<file path="src/rtl/rob_pkg.sv">
package rob_pkg;

    typedef enum logic [1:0] {
        ROB_K_REG    = 2'd0,
        ROB_K_STORE  = 2'd1,
        ROB_K_BRANCH = 2'd2
    } rob_kind_e;

    function automatic logic kind_writes_reg(rob_kind_e k);
        return k == ROB_K_REG;
    endfunction

    function automatic logic kind_is_store(rob_kind_e k);
        return k == ROB_K_STORE;
    endfunction

endpackage

</file>
<file path="src/rtl/rob_ptrs.sv">
module rob_ptrs #(
    parameter int DEPTH = 8,
    localparam int IDX_W = $clog2(DEPTH),
    localparam int CNT_W = IDX_W + 1
) (
    input  logic             clk,
    input  logic             rst,
    input  logic             alloc,
    input  logic             retire,
    input  logic             flush,
    output logic [CNT_W-1:0] head_q,
    output logic [CNT_W-1:0] tail_q,
    output logic [CNT_W-1:0] count,
    output logic             full,
    output logic             empty
);
    // extra top bit on each pointer separates full from empty
    assign count = tail_q - head_q;
    assign full  = count == CNT_W'(DEPTH);
    assign empty = count == '0;

    always_ff @(posedge clk) begin
        if (rst) begin
            head_q <= '0;
            tail_q <= '0;
        end else if (retire && flush) begin
            head_q <= head_q + 1'b1;
            tail_q <= head_q + 1'b1;
        end else begin
            if (retire) head_q <= head_q + 1'b1;
            if (alloc)  tail_q <= tail_q + 1'b1;
        end
    end
endmodule

</file>
<file path="src/rtl/rob_lookup.sv">
module rob_lookup
    import rob_pkg::*;
#(
    parameter int DEPTH  = 8,
    parameter int REG_W  = 5,
    parameter int DATA_W = 32,
    localparam int IDX_W = $clog2(DEPTH),
    localparam int CNT_W = IDX_W + 1
) (
    input  logic [IDX_W-1:0]  head_idx,
    input  logic [CNT_W-1:0]  count,
    input  rob_kind_e         kind_q [DEPTH],
    input  logic [REG_W-1:0]  dest_q [DEPTH],
    input  logic [DATA_W-1:0] val_q  [DEPTH],
    input  logic              rdy_q  [DEPTH],
    input  logic [REG_W-1:0]  query,
    output logic              hit,
    output logic              ready,
    output logic [DATA_W-1:0] value
);
    // walk oldest to youngest; a later match overrides an earlier one
    always_comb begin
        logic [IDX_W-1:0] slot;
        hit   = 1'b0;
        ready = 1'b0;
        value = '0;
        for (int i = 0; i < DEPTH; i++) begin
            slot = head_idx + IDX_W'(i);
            if (CNT_W'(i) < count && kind_writes_reg(kind_q[slot]) &&
                dest_q[slot] == query) begin
                hit   = 1'b1;
                ready = rdy_q[slot];
                value = val_q[slot];
            end
        end
    end
endmodule

</file>
<file path="src/rtl/rob_core.sv">
module rob_core
    import rob_pkg::*;
#(
    parameter int DEPTH  = 8,
    parameter int REG_W  = 5,
    parameter int DATA_W = 32,
    parameter int NUM_LK = 2,
    localparam int IDX_W = $clog2(DEPTH),
    localparam int CNT_W = IDX_W + 1
) (
    input  logic                     clk,
    input  logic                     rst,
    input  logic                     disp_valid,
    input  logic [1:0]               disp_kind,
    input  logic [REG_W-1:0]         disp_dest,
    output logic                     disp_ready,
    output logic [IDX_W-1:0]         disp_tag,
    input  logic                     wb_valid,
    input  logic [IDX_W-1:0]         wb_tag,
    input  logic [DATA_W-1:0]        wb_value,
    input  logic                     wb_excp,
    input  logic                     wb_mispred,
    input  logic [NUM_LK*REG_W-1:0]  lk_reg,
    output logic [NUM_LK-1:0]        lk_hit,
    output logic [NUM_LK-1:0]        lk_ready,
    output logic [NUM_LK*DATA_W-1:0] lk_value,
    output logic                     cm_fire,
    output logic                     cm_reg_we,
    output logic                     cm_store_go,
    output logic                     cm_excp,
    output logic                     cm_flush,
    output logic [REG_W-1:0]         cm_dest,
    output logic [DATA_W-1:0]        cm_value
);
    logic [CNT_W-1:0] head_q, tail_q, count;
    logic             full, empty;
    logic [IDX_W-1:0] head_idx, tail_idx, wb_off;
    logic             alloc, head_done, head_squash, wb_live;

    rob_kind_e         kind_q [DEPTH];
    logic [REG_W-1:0]  dest_q [DEPTH];
    logic [DATA_W-1:0] val_q  [DEPTH];
    logic              rdy_q  [DEPTH];
    logic              exc_q  [DEPTH];
    logic              mis_q  [DEPTH];

    assign head_idx = head_q[IDX_W-1:0];
    assign tail_idx = tail_q[IDX_W-1:0];

    // oldest slot state drives retirement
    assign head_done   = !empty && rdy_q[head_idx];
    assign head_squash = head_done && (exc_q[head_idx] || mis_q[head_idx]);

    assign disp_ready = !full && !head_squash;
    assign disp_tag   = tail_idx;
    assign alloc      = disp_valid && disp_ready;

    // a result only lands in a slot between head and tail
    assign wb_off  = wb_tag - head_idx;
    assign wb_live = wb_valid && ({1'b0, wb_off} < count);

    rob_ptrs #(.DEPTH(DEPTH)) u_ptrs (
        .clk    (clk),
        .rst    (rst),
        .alloc  (alloc),
        .retire (head_done),
        .flush  (head_squash),
        .head_q (head_q),
        .tail_q (tail_q),
        .count  (count),
        .full   (full),
        .empty  (empty)
    );

    always_ff @(posedge clk) begin
        if (rst) begin
            for (int i = 0; i < DEPTH; i++) begin
                rdy_q[i] <= 1'b0;
                exc_q[i] <= 1'b0;
                mis_q[i] <= 1'b0;
            end
        end else begin
            if (alloc) begin
                kind_q[tail_idx] <= rob_kind_e'(disp_kind);
                dest_q[tail_idx] <= disp_dest;
                rdy_q[tail_idx]  <= 1'b0;
                exc_q[tail_idx]  <= 1'b0;
                mis_q[tail_idx]  <= 1'b0;
            end
            if (wb_live) begin
                val_q[wb_tag] <= wb_value;
                rdy_q[wb_tag] <= 1'b1;
                exc_q[wb_tag] <= wb_excp;
                mis_q[wb_tag] <= wb_mispred;
            end
        end
    end

    assign cm_fire     = head_done;
    assign cm_flush    = head_squash;
    assign cm_excp     = head_done && exc_q[head_idx];
    assign cm_reg_we   = head_done && !exc_q[head_idx] && kind_writes_reg(kind_q[head_idx]);
    assign cm_store_go = head_done && !exc_q[head_idx] && kind_is_store(kind_q[head_idx]);
    assign cm_dest     = dest_q[head_idx];
    assign cm_value    = val_q[head_idx];

    for (genvar p = 0; p < NUM_LK; p++) begin : g_lk
        rob_lookup #(.DEPTH(DEPTH), .REG_W(REG_W), .DATA_W(DATA_W)) u_lk (
            .head_idx (head_idx),
            .count    (count),
            .kind_q   (kind_q),
            .dest_q   (dest_q),
            .val_q    (val_q),
            .rdy_q    (rdy_q),
            .query    (lk_reg[p*REG_W +: REG_W]),
            .hit      (lk_hit[p]),
            .ready    (lk_ready[p]),
            .value    (lk_value[p*DATA_W +: DATA_W])
        );
    end
endmodule

</file>
<file path="config.mk">
export PLATFORM = sky130hd
export DESIGN_NAME = rob_core
export DESIGN_NICKNAME = d
export VERILOG_FILES = /design/src/rtl/rob_pkg.sv /design/src/rtl/rob_ptrs.sv /design/src/rtl/rob_lookup.sv /design/src/rtl/rob_core.sv
export SDC_FILE = /design/constraint.sdc
export NUM_CORES = 1
export LEC_CHECK = 0
export ABC_CLOCK_PERIOD_IN_PS = 7600
export BUFFER_PORTS_ARGS = -buffer_cell sky130_fd_sc_hd__buf_2
export CAP_MARGIN = 15
export CELL_PAD_IN_SITES_DETAIL_PLACEMENT = 1
export CELL_PAD_IN_SITES_GLOBAL_PLACEMENT = 1
export CORE_ASPECT_RATIO = 0.5
export CORE_MARGIN = 5
export CORE_UTILIZATION = 31
export CTS_BUF_LIST = sky130_fd_sc_hd__clkbuf_8
export DETAILED_ROUTE_END_ITERATION = 7
export GPL_TIMING_DRIVEN = 1
export PLACE_DENSITY_LB_ADDON = 0.12
export REMOVE_ABC_BUFFERS = 1
export SLEW_MARGIN = 25
export SYNTH_ARGS = -nofsm -noshare
export SYNTH_HDL_FRONTEND = slang
export SYNTH_SLANG_ARGS = --single-unit
export TNS_END_PERCENT = 10
</file>
<file path="constraint.sdc">
create_clock -name clk -period 7.6 [get_ports clk]
set_clock_uncertainty 0.1 [all_clocks]
set_input_delay 1.9 -clock clk [delete_from_list [all_inputs] [get_ports clk]]
set_output_delay 1.9 -clock clk [all_outputs]
set_load 0.01 [all_outputs]
</file>
Word level (Yosys, flattened, before mapping)
Memory sizes are Yosys's and may differ from the RTL's. A register that Yosys moved wholly into a read port is not among the register bits.
Cells that the tools add are included.
Widths: inputs -> output; s select.
- bits in latches: 0
- logic and storage cells: 346
- output and inout bits: 114
- input bits: 58
- RAM bits: 16
- memory bits (read-only): 0
- register bits: 328
- memories: 2
- eq/ne operators: 18
- order comparisons: 21
- bitwise operators: 14
- shifts and indexed selects: 0
- multipliers: 0
- add/sub/neg operators: 11
- muxes and demuxes: 188
- divide/modulo/power cells: 0
- reductions and logical operators: 58
- memories (name ; depth ; width ; rd ports ; clocked after memory_dff ; write ports ; RTL line ; RTL):
    exc_q ; 8 ; 1 ; 1 ; 1 ; 8 ; rob_core.sv:44 ; logic exc_q [DEPTH];
    mis_q ; 8 ; 1 ; 1 ; 1 ; 8 ; rob_core.sv:45 ; logic mis_q [DEPTH];
- operators by type and width (operator ; count):
    $mux 32 ; 33
    $bmux 32 s3 ; 8
    $bwmux 256 ; 1
    $bmux 5 s3 ; 8
    $demux 32 s3 ; 1
    $mux 5 ; 17
    $eq 5x5->1 ; 16
    $mux 1 ; 66
    $bmux 2 s3 ; 8
    $bwmux 40 ; 1
    $ge 4x4->1 const B ; 10
    $not 3->4 ; 10
    $logic_and 1x1->1 ; 36
    $mux 2 ; 17
    $bmux 1 s3 ; 8
    $mux 3 ; 8
    $mux 8 ; 3
    $bwmux 16 ; 1
    $logic_not 2->1 ; 8
    $lt 3x4->1 const A ; 4
    $mux 4 ; 4
    $demux 5 s3 ; 1
    $add 3x3->3 const B ; 4
    $add 4x1->4 const B ; 2
    22 further kinds ; 35

Depth between registers and ports, before layout
Gate-level depths: netlist of the first run.
- depth in word-level cells: 15
- depth in mapped cells: 20
- depth with buffers taken out: 13

By module
From an unflattened synthesis of the first run, not the netlist that was laid out.
- cell total of the unflattened synthesis: 3618
- area total of the unflattened synthesis: 42174.2 µm²
- by module, submodules not included (module ; area each (µm²) ; cells each ; sequential area each (µm²) ; instances):
    rob_lookup ; 14189.9 ; 1484 ; 0.0 ; 2
    rob_core ; 13266.5 ; 589 ; 10009.6 ; 1
    rob_ptrs ; 528.0 ; 61 ; 160.2 ; 1

Least setup slack after synthesis of the first run
Ideal clock, no wire load.
- path type: input -> register
- from: input wb_tag[0]
- to: memory exc_q[0] (enable)
- setup slack: 952 ps
- path buffers: 0
- library setup time: 306 ps
- stages on the path: 13
- arrival: 6242 ps
- required time: 7194 ps
- cell sequence: inv_1 > ha_1 > inv_1 > fa_1 > xnor2_1 > xnor2_1 > ha_1 > nor2b_1 > o21ai_0 > and3b_1 > nand2_1 > nor3_1 > nand2b_1
- RTL lines (item ; RTL line ; RTL):
    from (decl) ; rob_core.sv:19 ; input logic [IDX_W-1:0] wb_tag,
    to (decl) ; rob_core.sv:44 ;

Worst setup path after layout of the first run
- from: register u_ptrs.head_q[0]
- to: output lk_ready[1]
- longest elaborated chain between the ends: 15
- elaborated cells between the ends (all ways): 136
- classes of those cells: add/sub: 8; order compare: 8; eq/ne: 8; mux: 80; bitwise: 8; reduce/logical: 24
- RTL lines (item ; RTL line ; RTL):
    from (decl) ; rob_ptrs.sv:11 ; output logic [CNT_W-1:0] head_q,
    from (signal assigned) ; rob_ptrs.sv:27 ; head_q <= head_q + 1'b1;
    from (signal assigned) ; rob_ptrs.sv:30 ; if (retire) head_q <= head_q + 1'b1;
    parallel branches: the longest is 14 deep, another holds $add 3x1->3 ; n/a ;
    $mux 1 * ; rob_lookup.sv:29 ; if (CNT_W'(i) < count && kind_writes_reg(kind_q[slot]) &&
    to (decl) ; rob_core.sv:25 ; output logic [NUM_LK-1:0] lk_ready,
Mark *: on every way between the ends. The select of a mux whose other input is x is not followed.

==> results of run 1 <==
==> cell type report <==
class | count | area [um2]
fillers | 10219 | 60600
multi-input cells | 1959 | 18000
flip-flops and latches | 347 | 10200
repair buffers | 269 | 1770
well taps | 1255 | 1570
clock buffers | 57 | 785
clock inverters | 45 | 339
inverters | 62 | 236
diodes | 2 | 5.00
==> worst max-delay path by stage <==
stage | start | endpoint | depth (start not counted)
5_1_grt | u_ptrs.head_q[1]$_SDFFE_PP0N_ | lk_value[57] | 13
3_3_place_gp | lk_reg[7] | lk_value[56] | 10
3_5_place_dp | u_ptrs.head_q[0]$_SDFFE_PP0N_ | lk_value[56] | 13
6_report | u_ptrs.head_q[0]$_SDFFE_PP0N_ | lk_ready[1] | 11
2_1_floorplan | u_ptrs.head_q[0]$_SDFFE_PP0N_ | lk_ready[0] | 8
4_1_cts | u_ptrs.head_q[1]$_SDFFE_PP0N_ | lk_value[56] | 13
==> cells by family after synthesis <==
family / Yosys count
AND/OR/NAND/NOR: 889
multiplexers: 557
AO/OA/AOI/OAI: 401
flip-flops: 347
buffers and inverters: 308
XOR/XNOR: 99
adder cells (fa/ha/maj): 12
==> power breakdown <==
group          switching, W  total, W  internal, W
combinational      0.000307  0.000496     0.000190
sequential        0.0000264   0.00215      0.00212
clock              0.000843   0.00172     0.000874
total               0.00118   0.00436      0.00319
==> cell usage after synthesis, types with 7 or more instances <==
master and n:
sky130_fd_sc_hd__a31o_2 12, sky130_fd_sc_hd__buf_4 16, sky130_fd_sc_hd__nand3_1 53, sky130_fd_sc_hd__nor2b_1 19, sky130_fd_sc_hd__buf_6 7, sky130_fd_sc_hd__nand4_1 45
sky130_fd_sc_hd__a221oi_1 26, sky130_fd_sc_hd__buf_2 80, sky130_fd_sc_hd__xnor2_1 64, sky130_fd_sc_hd__nand2b_1 18, sky130_fd_sc_hd__a221oi_2 11, sky130_fd_sc_hd__a21o_1 30
sky130_fd_sc_hd__o311ai_0 34, sky130_fd_sc_hd__buf_1 25, sky130_fd_sc_hd__inv_1 58, sky130_fd_sc_hd__o31ai_1 34, sky130_fd_sc_hd__a211oi_1 12, sky130_fd_sc_hd__a22o_1 26
sky130_fd_sc_hd__or3_1 10, sky130_fd_sc_hd__mux4_2 306, sky130_fd_sc_hd__a21oi_1 61, sky130_fd_sc_hd__dfxtp_1 19, sky130_fd_sc_hd__nand3b_1 16, sky130_fd_sc_hd__a31oi_1 18
sky130_fd_sc_hd__and2_1 38, sky130_fd_sc_hd__clkbuf_1 117, sky130_fd_sc_hd__o21ai_0 31, sky130_fd_sc_hd__xor2_1 33, sky130_fd_sc_hd__and3_1 7, sky130_fd_sc_hd__o2111ai_1 24
sky130_fd_sc_hd__a22oi_1 8, sky130_fd_sc_hd__o22ai_1 15, sky130_fd_sc_hd__ha_1 10, sky130_fd_sc_hd__a41oi_1 12, sky130_fd_sc_hd__edfxtp_1 328, sky130_fd_sc_hd__mux2_2 40
sky130_fd_sc_hd__o221ai_1 11, sky130_fd_sc_hd__mux2i_1 207, sky130_fd_sc_hd__nor3_1 128, sky130_fd_sc_hd__nor2_1 132, sky130_fd_sc_hd__nand2_1 394
==> routing by layer <==
layer	up-vias	track usage, %
li1	10465	-
met1	12796	32.4
met2	876	39.3
met3	158	2.88
met4	0	5.51
met5	-	0
==> per-stage QoR <==
step | setup slack, ps | utilization, % | TNS (ps)
detailed placement | 738 | 33.9 | 0
floorplan | -17610 | - | -4826490
global placement | 732 | 33.9 | 0
finish | 234 | 35.2 | 0
global route | 2.74 | 35.2 | 0
CTS | 30.5 | 35.2 | 0
==> state kept, by name, indices dropped and copies added, names as in the netlist, named ones only <==
name and cells:
mis_q 8, val_q 256, dest_q 40, exc_q 8, kind_q 16, u_ptrs.head_q 4, u_ptrs.tail_q 4, rdy_q 8
==> critical path, cell delays in order, from the launching register on <==
cell                        delay [ps]
sky130_fd_sc_hd__dfxtp_4           420
sky130_fd_sc_hd__buf_16            520
sky130_fd_sc_hd__mux4_2            590
sky130_fd_sc_hd__mux2i_1           340
sky130_fd_sc_hd__xnor2_1           140
sky130_fd_sc_hd__nor3_1            450
sky130_fd_sc_hd__and4_2            580
sky130_fd_sc_hd__buf_4             360
sky130_fd_sc_hd__o21bai_1          210
sky130_fd_sc_hd__o2111ai_1         160
sky130_fd_sc_hd__a32oi_1           440
sky130_fd_sc_hd__buf_2             220
==> what timing repair did <==
action | in CTS | in global routing
gates resized for setup | 1 | 6
endpoints found under the setup margin | 10 | 26
setup buffers | 3 | 0
gates cloned | 1 | 0
pin swaps | 1 | 0
==> results list, run 1 <==
* Outcome: finished clean
* Average cell area after synthesis: between 10 and 15 um2
* Later-pin clock latency in the skew report: around 700 ps
- Total power consumption of the routed design: between 0.004 and 0.005 W
- Summed over all nets, wire length on met2 after detailed routing comes to between 50,000 and 60,000 um.
* Main area contributors after synthesis: sky130_fd_sc_hd__edfxtp_1 34%, sky130_fd_sc_hd__mux4_2 23%, sky130_fd_sc_hd__mux2i_1 7.1%
- DRC violations left: 0
* Post-place instance area: 0.0317 mm2
- H-Tree Level Count: 2
* Met1 routed wirelength after detailed routing: between 50,000 and 60,000 um
- The routed layout has about 24,000 vias.
- End point of the worst hold path: rdy_q[7]$_SDFF_PP0_
- Critical path arrival: about 5400 ps
- Worst Min Path Start: rdy_q[7]$_SDFF_PP0_
* Wire length of the first global-routing pass: 175,000 um
* Flop-to-flop setup slack: 2500 ps
- No sink is reached through more buffers than the 3 on the longest clock path.
- In this run, placement finished with an instance count of roughly 3,900.
- After legalization and detailed placement, the total HPWL measured roughly 80,000 um.
* Fraction of final layout cells sized beyond drive strength 1: about 28%
* Clk sink count: between 300 and 400
- Total standard cell area after synthesis: between 0.02 and 0.03 mm2
- Uppermost layer routed: met4
- Critical Path Source Type: flip-flop
- Post-detailed-route via-to-cell ratio: between 6 and 7
- Counting every instance in the synthesized netlist gives about 2,600.
- Actual slew at the worst max-slew pin: approximately 1000 ps
* Seq cells post-synth: roughly 350
- The die covers a little over 0.1 mm2.
* Final Instance Count excl. Fillers: 3,996
- In this run the static leakage power is about 11 nW.
- The worst path uses 96.9% of the clock period.
* Power density relative to cell area: 132 mW/mm2
- Final Setup Violations: 0
* Critical path peak fanout: around 140
- Final Hold Violating Endpoints: 0
- Initial cell density of the core: a little under a third
- The number of cells on the worst reg-to-reg path is 10.
* RSZ-0062 raised after global routing: no
- On the final layout, the worst hold slack is ~440 ps.
- Timing would allow up to 136 MHz.
- Kind of critical path: reg -> out
- After routing the design area is about 0.033 mm2.
- After detailed routing, the met3 layer carries a little over 7000 um of wire.
* Core footprint: just over 0.09 mm2
* Wire per inst: 30.1 um
* Pin count of the biggest net entering global routing: around 140
* Required arrival time at the worst endpoint: 5600 ps
- Max-cap violations: 0
- VDD sags by at most around 0.00010 V.
- Global routing finished with a remaining overflow of 0.
- Post-synth cell types: 81
- During I/O placement, the number of pins put on the boundary was 172.
- By area, the combinational part of the netlist is dominated by multiplexers.
- Most frequent standard cell in the layout excluding fill and tap cells: sky130_fd_sc_hd__nand2_1
* Ys Warns: 0
- Total CTS buffers: 57
* Worst min-delay path class: reg -> reg
- Reg-to-Reg End: dest_q[17]$_DFFE_PP_
- Counting flops with a built-in enable in the synthesized netlist gives approximately 330.
- The number of hold buffers added after CTS was 0.
- Leaving out fill and tap cells, the most frequent cells in the layout are 394 x sky130_fd_sc_hd__nand2_1, 328 x sky130_fd_sc_hd__edfxtp_1, 306 x sky130_fd_sc_hd__mux4_2.
- During placement, the flow inserted port buffers numbering 171.
- Launch instance of the worst register-to-register path: u_ptrs.head_q[1]$_SDFFE_PP0N_
- Sequential share of the synthesized area: about a third
- Die Height: around 230 um
- For this block, the initial DRC count from the detailed router was slightly below 2,000.
* Leading area contributor after synthesis: sky130_fd_sc_hd__edfxtp_1
* Post-layout net count: 2,766
- TritonCTS clock tree: done
- Min Clock Period, post-route: roughly 7400 ps
- Aggregate global-route resource usage: between 20% and 30%
- Layout Area Growth over Synthesis: 12.1%
- Of the total synthesized cell area, the portion taken by AND, OR, NAND and NOR gates is 14.0%.
- The detail route stage leaves a number of antenna-violating nets equal to 0.
* Antenna violations before repair: 2
- Fraction of the mapped netlist area in adder cells: less than 1%
- Share of the synthesized area in the top cell type: 33.5%
- Headroom to the max-slew limit came out at a little under a third.
- Number of global-route vias before repair: around 25,000
* Root Driver: sky130_fd_sc_hd__clkbuf_8
* Final routed wirelength across all metal layers: around 120,000 um
* Chip Width: approximately 450 um
- Clock-pin slew was measured on the worst setup and hold paths at about 70 ps.
* RD Place Congestion: a little under 0.9
* Number of max-slew violations in the final report: 0
- Compound-Gate Fraction of Synth Area: a little over a tenth
- Share of the synthesized netlist area taken by xor and xnor gates: about 3%
- For this run, the leading register cell type out of synthesis is sky130_fd_sc_hd__edfxtp_1.
- First-pass iteration count of the detailed router: 5
- The floorplan has between 70 and 80 rows.
* Proportion of synthesized flip-flops having asynchronous set or reset: 0%
- The worst setup path is captured at an output port.
- Mux cell area share after synthesis: 32.4%
* Worst hold path depth: 1
Note: power is estimated with default switching activity, not from simulation.
==> run 2, diff against run 1 <==
- ABC_CLOCK_PERIOD_IN_PS: 7600 -> 6070
- clock period: 7.6 -> 6.07 ns (I/O delays scaled with it)
==> run 2 against run 1 <==
Total power is 27% higher. Cell area is 5.8% higher. Clock power is 27% higher. Sequential share of layout area is 1.7 points lower. Highest routed layer unchanged. First-iteration DRC count is 11% higher.
==> results list, run 2 (synthesis results as in run 1) <==
* Outcome: finished clean
- In this run, CTS created clock tree buffers numbering a little under 60.
* Clock share of power: between 30% and 40%
- Clk sink count: between 300 and 400
* TritonCTS clock tree: done
- Registers take a little over 0.01 mm2.
* Layout filler cell count: 10,179
* Worst relative slew slack: 35.3%
* Clock transition at path regs: around 60 ps
- F_max: 168 MHz
- STA classifies the critical path startpoint as a flip-flop.
- Number of max-slew violations in the final report: 0
- Power density relative to cell area: around 160 mW/mm2
- Summed over all layers, the routed wires come to between 100,000 and 150,000 um.
* Fin util: around 37%
* Min Clock Period, post-route: around 6000 ps
* Most frequent cells in the layout: 392 x sky130_fd_sc_hd__nand2_1, 328 x sky130_fd_sc_hd__edfxtp_1, 306 x sky130_fd_sc_hd__mux4_2
- H-Tree Level Count: 2
- The worst register-to-register path begins at u_ptrs.head_q[0]$_SDFFE_PP0N_.
- Data arrives at the worst endpoint at 4350 ps.
* Cell with the largest stage delay on the worst path: sky130_fd_sc_hd__mux4_2
- After floorplanning, the core was sized to cover 0.0935 mm2.
* Multi-input logic area: ~0.018 mm2
- Overflow after GRT: 0
* Post-place instance area: ~0.032 mm2
- First-iteration detailed-routing DRC count: ~2,100
* Relative contribution of sequential cells to total power: 48.4%
- In this run the worst path has a maximum fanout of 17.
- The floorplan step defined a die boundary enclosing slightly above 0.1 mm2.
* Switching part of the total power: 27.9%
- Flop-to-flop setup slack: 1000 ps
- For this run, the post-layout net count is 2,860.
- Logic depth of the worst register-to-register path: 9
- The die is between 400 and 500 um wide.
- Timing analysis after detailed placement gives a worst setup slack of -75.4 ps.
- Ports placed on the boundary: 172
- Part of the total power dissipated in combinational logic: between 10% and 20%
- Along the worst hold path, the cell count comes to 1.
* Largest reg by FF count: val_q
- Diodes inserted: 0
- At the pin with the least slew margin, the transition time is 968 ps.
- Dividing the detail-routed via count by the number of cells gives just over 6.
* Net Sw Power: around 0.0016 W
- Counting along the longest clock path gives a buffer depth of 3.
- Final Setup Violations: 0
- Reg-to-Reg End: kind_q[7]$_DFFE_PP_
- Number of global-route vias before repair: around 25,000
- Later-pin clock latency in the skew report: between 700 and 800 ps
- Number of standard-cell rows in the floorplan: 79
- Input/output buffers: 171
- Final instance area: 0.0348 mm2
- Most frequent standard cell in the layout excluding fill and tap cells: sky130_fd_sc_hd__nand2_1
- Relative to the synthesized area, the layout overhead comes to 18.6%.
- Worst min-delay path class: reg -> reg
* Final Hold Violating Endpoints: 0
- RD Place Congestion: about 0.86
- Least setup slack across all paths after layout: approximately 100 ps
- Summing over every cut layer, the via total after detailed routing is 25,257.
- Walking the worst path, the cells encountered are buf_4 -> clkbuf_16 -> mux4_2 -> mux2i_4 -> xnor2_1 -> nor3_2 -> nand4_1 -> clkbuf_16 -> o311ai_0 -> nand4_1 -> a31oi_4 -> buf_4 -> buf_2.
- Entering global routing, the biggest net connects 60 pins.
- For this design the static power due to leakage is about 12 nW.
- Largest registers: val_q (256), dest_q (40), kind_q (16)
* Total Negative Setup Slacks: 0 ps
- CP endpoint kind: output port
* CP max stage delay: approximately 530 ps
- In this run the most critical hold path is launched from rdy_q[7]$_SDFF_PP0_.
- Peak supply drop: about 0.00015 V
- After detailed routing, the average wire length per cell comes to ~32 um.
- Root Driver: sky130_fd_sc_hd__clkbuf_8
* DRC violations left: 0
- The first global-routing pass estimated approximately 180,000 um of wire.
- End point of the worst hold path: rdy_q[7]$_SDFF_PP0_
* Aggregate global-route resource usage: 24.3%
- Fraction of final layout cells sized beyond drive strength 1: between 30% and 40%
* Max-cap violations: 0
- Largest register FFs: ~260
- Half-perimeter wire length after detailed placement: between 80,000 and 90,000 um
- Setup repair after global routing could not meet its margin everywhere.
* Internal Pwr Total: between 0.004 and 0.005 W
* Required arrival time at the worst endpoint: about 4500 ps
- Once detail routing completed, the nets flagged for antenna violations numbered 0.
* First-pass iteration count of the detailed router: 5
- Of the available clock period, the critical path in the final layout requires between 90% and 100%.
- Die Height: ~230 um
- Total power consumption of the routed design: approximately 0.0056 W
- The initial utilization of the core area, before any placement, comes to 31.4%.
* Antenna violations before repair: 0
* Kind of critical path: reg -> out
==> run 2: cell types whose count changed in the layout (fill, tap and decap cells not counted), moves of 11 or more <==
| cell | delta |
|---|---|
| sky130_fd_sc_hd__o311ai_1 | +11 |
| sky130_fd_sc_hd__buf_12 | +28 |
| sky130_fd_sc_hd__a221oi_1 | -13 |
| sky130_fd_sc_hd__o311ai_0 | -12 |
| sky130_fd_sc_hd__mux2i_1 | -13 |
| sky130_fd_sc_hd__a221oi_2 | +13 |
| sky130_fd_sc_hd__buf_4 | +23 |
| sky130_fd_sc_hd__buf_6 | +25 |
==> run 2: stage by stage <==
stage | hold slack [ps] | std cells
finish | 449 | 4089
CTS | 436 | 4056
detailed placement | 422 | 3940
floorplan | 373 | 2367
global route | 451 | 4089
global placement | 409 | 3940
==> run 2: per-layer routing <==
layer	routed length, um	share of wire, %	track usage [%]	vias to the layer above
met1	57200	44	33.4	13358
met4	4220	3.3	7.98	0
met3	8980	7.0	4.71	225
met5	0	0	0	-
met2	58400	45	39.1	1020
li1	-	-	-	10654
==> run 2: repair_timing <==
item	4_1_cts	5_1_grt
endpoints found under the setup margin	68	67
setup buffers	7	25
gates cloned	4	8
hold buffers	0	0
gates resized for setup	75	85
hold endpoints to repair	0	0
pin swaps	8	23
==> run 2: cell type report <==
class,instances,share of cell area (%)
clock buffer,63,2.49
clock inverter,42,0.751
inverter,62,0.686
multi-input combinational,1958,53.0
sequential,347,29.4
tap,1255,4.51
timing repair buffer,362,9.21
==> run 2: worst max-delay path by stage <==
stage,from,to,slack (ps),depth (start not counted)
3_5_place_dp,u_ptrs.head_q[2]$_SDFFE_PP0N_,lk_value[38],-80,12
4_1_cts,u_ptrs.head_q[2]$_SDFFE_PP0N_,lk_value[38],-60,12
5_1_grt,u_ptrs.head_q[0]$_SDFFE_PP0N_,lk_value[55],-40,11
3_3_place_gp,lk_reg[6],lk_value[38],-40,10
2_1_floorplan,u_ptrs.head_q[0]$_SDFFE_PP0N_,lk_ready[0],-18750,8
6_report,u_ptrs.head_q[0]$_SDFFE_PP0N_,lk_value[4],100,13
==> run 2: power by group through the flow <==
stage	combinational (W)	clock (W)	sequential (W)
2_1_floorplan	0.000414	0	0.00275
3_3_place_gp	0.000640	0	0.00274
3_5_place_dp	0.000643	0	0.00274
4_1_cts	0.000669	0.00225	0.00269
5_1_grt	0.000736	0.00236	0.00269
6_report	0.000692	0.00218	0.00269
==> run 2: worst max-delay path, delay by kind of cell (launching register included) <==
kind / cells / cell delay (ps)
mux: 2 / 830
compound gates: 2 / 620
flops: 1 / 470
xor+xnor: 1 / 150
simple gates: 3 / 680
buf+inv: 5 / 850
==> run 3, diff against run 2 <==
- SYNTH_HIERARCHICAL: not set -> 1
==> run 3 against run 2 <==
Sequential power hardly changed. Global-route usage is 0.11 points higher. Worst setup slack worse by 97 ps. Wire length is 42% higher. Register-to-register slack better by 690 ps. Clock power is 28% higher. Critical path depth stayed put. Clock-buffer cell count is 6 higher. First-iteration DRC count is 77% higher. Core utilization is 1.2 points lower. Critical endpoint is now lk_value[24].
==> results list, run 3 <==
- Net Sw Power: ~0.0018 W
* Power density relative to cell area: around 130 mW/mm2
- Critical path peak fanout: 9
- Most frequent standard cell in the layout excluding fill and tap cells: sky130_fd_sc_hd__mux4_2
- RD Place Congestion: 0.848
* Average cell area after synthesis: ~12 um2
* H-Tree Level Count: 3
- Required arrival time at the worst endpoint: between 4000 and 5000 ps
- Total power consumption of the routed design: ~0.0065 W
- Worst Min Path Start: u_ptrs/head_q[3]$_SDFFE_PP0P_
* Number of cells produced by synthesis: approximately 3,600
- Die footprint: approximately 0.14 mm2
* Multi-input logic area: just over 0.03 mm2
* Final Hold Violating Endpoints: 0
- Main area contributors after synthesis: sky130_fd_sc_hd__mux4_2 39%, sky130_fd_sc_hd__edfxtp_1 23%, sky130_fd_sc_hd__mux2i_1 6.8%
* Aggregate global-route resource usage: approximately a quarter
- Internal Pwr Total: 0.00469 W
- # hold bufs at CTS: 0
* Post-synth cell types: 65
- The critical path in this run is classified as reg -> out.
* Part of the cycle the worst path needs: between 90 and 100%
- Chip Width: 532 um
- The tree is rooted in a sky130_fd_sc_hd__clkbuf_8.
* Cell with the largest stage delay on the worst path: sky130_fd_sc_hd__mux4_2
* Max-cap violations: 0
* Largest registers: val_q (256), dest_q (40), kind_q (16)
- The total overflow left after global routing is 0.
* Core footprint: 0.135 mm2
- Antenna violations before repair: 10
- The clock period could shrink to 6060 ps.
- Wire per inst: between 30 and 40 um
* Launch instance of the worst register-to-register path: u_ptrs/head_q[2]$_SDFFE_PP0P_
- Number of standard-cell rows in the floorplan: 95
- Die Height: between 200 and 300 um
- The commonest cells after synthesis are 723 x sky130_fd_sc_hd__mux4_2, 470 x sky130_fd_sc_hd__nand2_1, 328 x sky130_fd_sc_hd__edfxtp_1, 287 x sky130_fd_sc_hd__mux2i_1, 233 x sky130_fd_sc_hd__nor2_1.
- Critical Path Source Type: flip-flop
- Total via count after detailed routing: 36,379
- Worst relative slew slack: approximately 28%
- Sequential cells were found to cover around a quarter of the synthesized design area.
- Net switching is between 20% and 30% of the power.
- In the routed design, unresolved DRC markers number 0.
- The analysis attributes to cell leakage a power of between 15 and 20 nW.
* Total CTS buffers: 66
- The synthesized design contains around 330 enable-type register cells.
* Maximum count of clock buffers along a single path: 3
- Relative to the synthesized area, the layout overhead comes to 15.2%.
- Critical path arrival: roughly 4500 ps
* F_max: approximately 160 MHz
- Initial cell density of the core: between 30 and 40%
- Detail Route Antenna Nets: 0
* Outcome: finished clean
- For the worst-skew pair, the clock arrives at the later sink with an insertion delay of approximately 750 ps.
- Ports placed on the boundary: roughly 170
- First-pass iteration count of the detailed router: 5
* Clock transition at path regs: around 60 ps
- Ys Warns: 6
* Worst setup path start: u_ptrs/head_q[1]$_SDFFE_PP0P_
- Worst min-delay path class: reg -> reg
* Final routed wirelength across all metal layers: ~180,000 um
* Largest reg by FF count: val_q
- Clock share of power: ~43%
* First-iteration detailed-routing DRC count: 3,783
- CP endpoint kind: output port
- Post-layout net count: about 3,800
- The worst-case IR drop observed on VDD is around 0.00015 V.
- Largest delay share family, worst path: compound AO/OA/AOI/OAI gates
- The synthesized design contains between 300 and 400 register bits.
* Most frequent cells in the layout: 723 x sky130_fd_sc_hd__mux4_2, 466 x sky130_fd_sc_hd__nand2_1, 328 x sky130_fd_sc_hd__edfxtp_1
- Combinational logic burns between 15 and 20% of the power.
- Clk sink count: 344
* Largest register FFs: 256
- RSZ-0062 raised after global routing: yes
- TritonCTS built the clock tree.
* Primary FF master, synth: sky130_fd_sc_hd__edfxtp_1
- Setup violations remaining at the end of the flow were counted as 0.
- Worst hold slack after final layout: 487 ps
- Storage cell area: 0.0102 mm2
- Actual slew at the worst max-slew pin: between 1000 and 1500 ps
- CP max stage delay: around 570 ps
- Pin count of the biggest net entering global routing: 124
- Relative contribution of sequential cells to total power: 41.5%
* Most repeated cell in the gate-level netlist after synthesis: sky130_fd_sc_hd__mux4_2
- The first global-routing pass estimated approximately 260,000 um of wire.
- Traced cell by cell, the critical path runs through clkinvlp_4 -> ha_4 -> mux4_2 -> xnor2_1 -> nand4_1 -> a2111oi_4 -> buf_6 -> nand2_8 -> buf_12 -> o21bai_1 -> o211ai_1 -> a31oi_2 -> buf_2.
* Proportion of synthesized flip-flops having asynchronous set or reset: 0%
- The number of buffers and inverters on the critical path is 4.
- Half-perimeter wire length after detailed placement: around 110,000 um
- Share of the synthesized area in the top cell type: between 30% and 40%
- Input/output buffers: around 170
* Leading area contributor after synthesis: sky130_fd_sc_hd__mux4_2
- Number of max-slew violations in the final report: 0
- Layout filler cell count: roughly 14,000
- The post-route netlist has between 30 and 40% of its cells at a drive strength greater than 1.
- Number of global-route vias before repair: approximately 37,000
- Total standard cell area after synthesis: between 0.04 and 0.05 mm2
- In the routed layout, each cell is associated on average with a via count of between 6 and 7.
==> run 3: through the flow <==
step | cells | utilization, % | cell area, um2 | worst slack [ps] | TNS (ps)
after floorplan | 3230 | - | 40300 | -33950 | -
after CTS | 5516 | 35.6 | 48000 | -106 | -1760
after detailed placement | 5355 | 33.9 | 45600 | 50.4 | 0
after global placement | 5355 | 33.9 | 45600 | 0.228 | 0
after global routing | 5545 | 36.1 | 48600 | -161 | -3730
final | 5547 | 36.1 | 48600 | 6.94 | 0
==> run 3: layout make-up <==
cell class              instances  share of cell area [%]
diodes                          4                  0.0206
clock buffers                  69                    1.95
clock inverters                49                    1.13
inverters                      19                   0.196
multi-input cells            2867                    63.4
flip-flops and latches        344                    21.0
well taps                    1794                    4.62
repair buffers                401                    7.74
==> run 3: power by group through the flow <==
stage,clock network (W),registers [W],logic [W]
global route,0.00299,0.00271,0.00109
detailed placement,0,0.00275,0.000974
global placement,0,0.00275,0.000963
floorplan,0,0.00278,0.000847
finish,0.00279,0.00270,0.00102
CTS,0.00288,0.00270,0.00100
==> run 3: final timing paths <==
check,to,slack (ps),cells after the start
max,lk_value[24],7,13
max reg2reg,dest_q[29]$_DFFE_PP_,1690,9
min reg2reg,u_ptrs/head_q[3]$_SDFFE_PP0P_,490,2
min,u_ptrs/head_q[3]$_SDFFE_PP0P_,490,2
==> run 3: per-layer routing <==
metal	routed length, um	vias to the layer above	share of wire, %	global-route usage [%]
met1	79800	19529	44	35.0
met4	5270	2	2.9	6.61
met3	14600	286	8.0	4.66
met5	13	-	0.0071	0
met2	82800	1628	45	37.9
li1	-	14934	-	-
==> run 3: logic make-up after synthesis <==
family / Yosys count / share of synthesized area (%)
and+or+nand+nor: 1094 / 12.0
muxes: 1060 / 46.9
AOI/OAI and AO/OA: 573 / 9.36
buffers and inverters: 407 / 4.55
DFF: 344 / 24.1
xor gates and xnor gates: 126 / 2.65
adders and majority gates: 14 / 0.451
==> run 3: tightest hold or removal path, stage by stage, from the launching register on <==
cell and delay, ps:
sky130_fd_sc_hd__dfxtp_1 400, sky130_fd_sc_hd__xor2_1 90, sky130_fd_sc_hd__nor2_1 70
==> run 3: timing repair <==
item                                   CTS  global route
resized for setup                       71            71
cloned                                   5             4
endpoints found under the hold margin    0             0
pin swaps                               30            54
setup endpoints to repair               68            66
setup buffers                           38            24
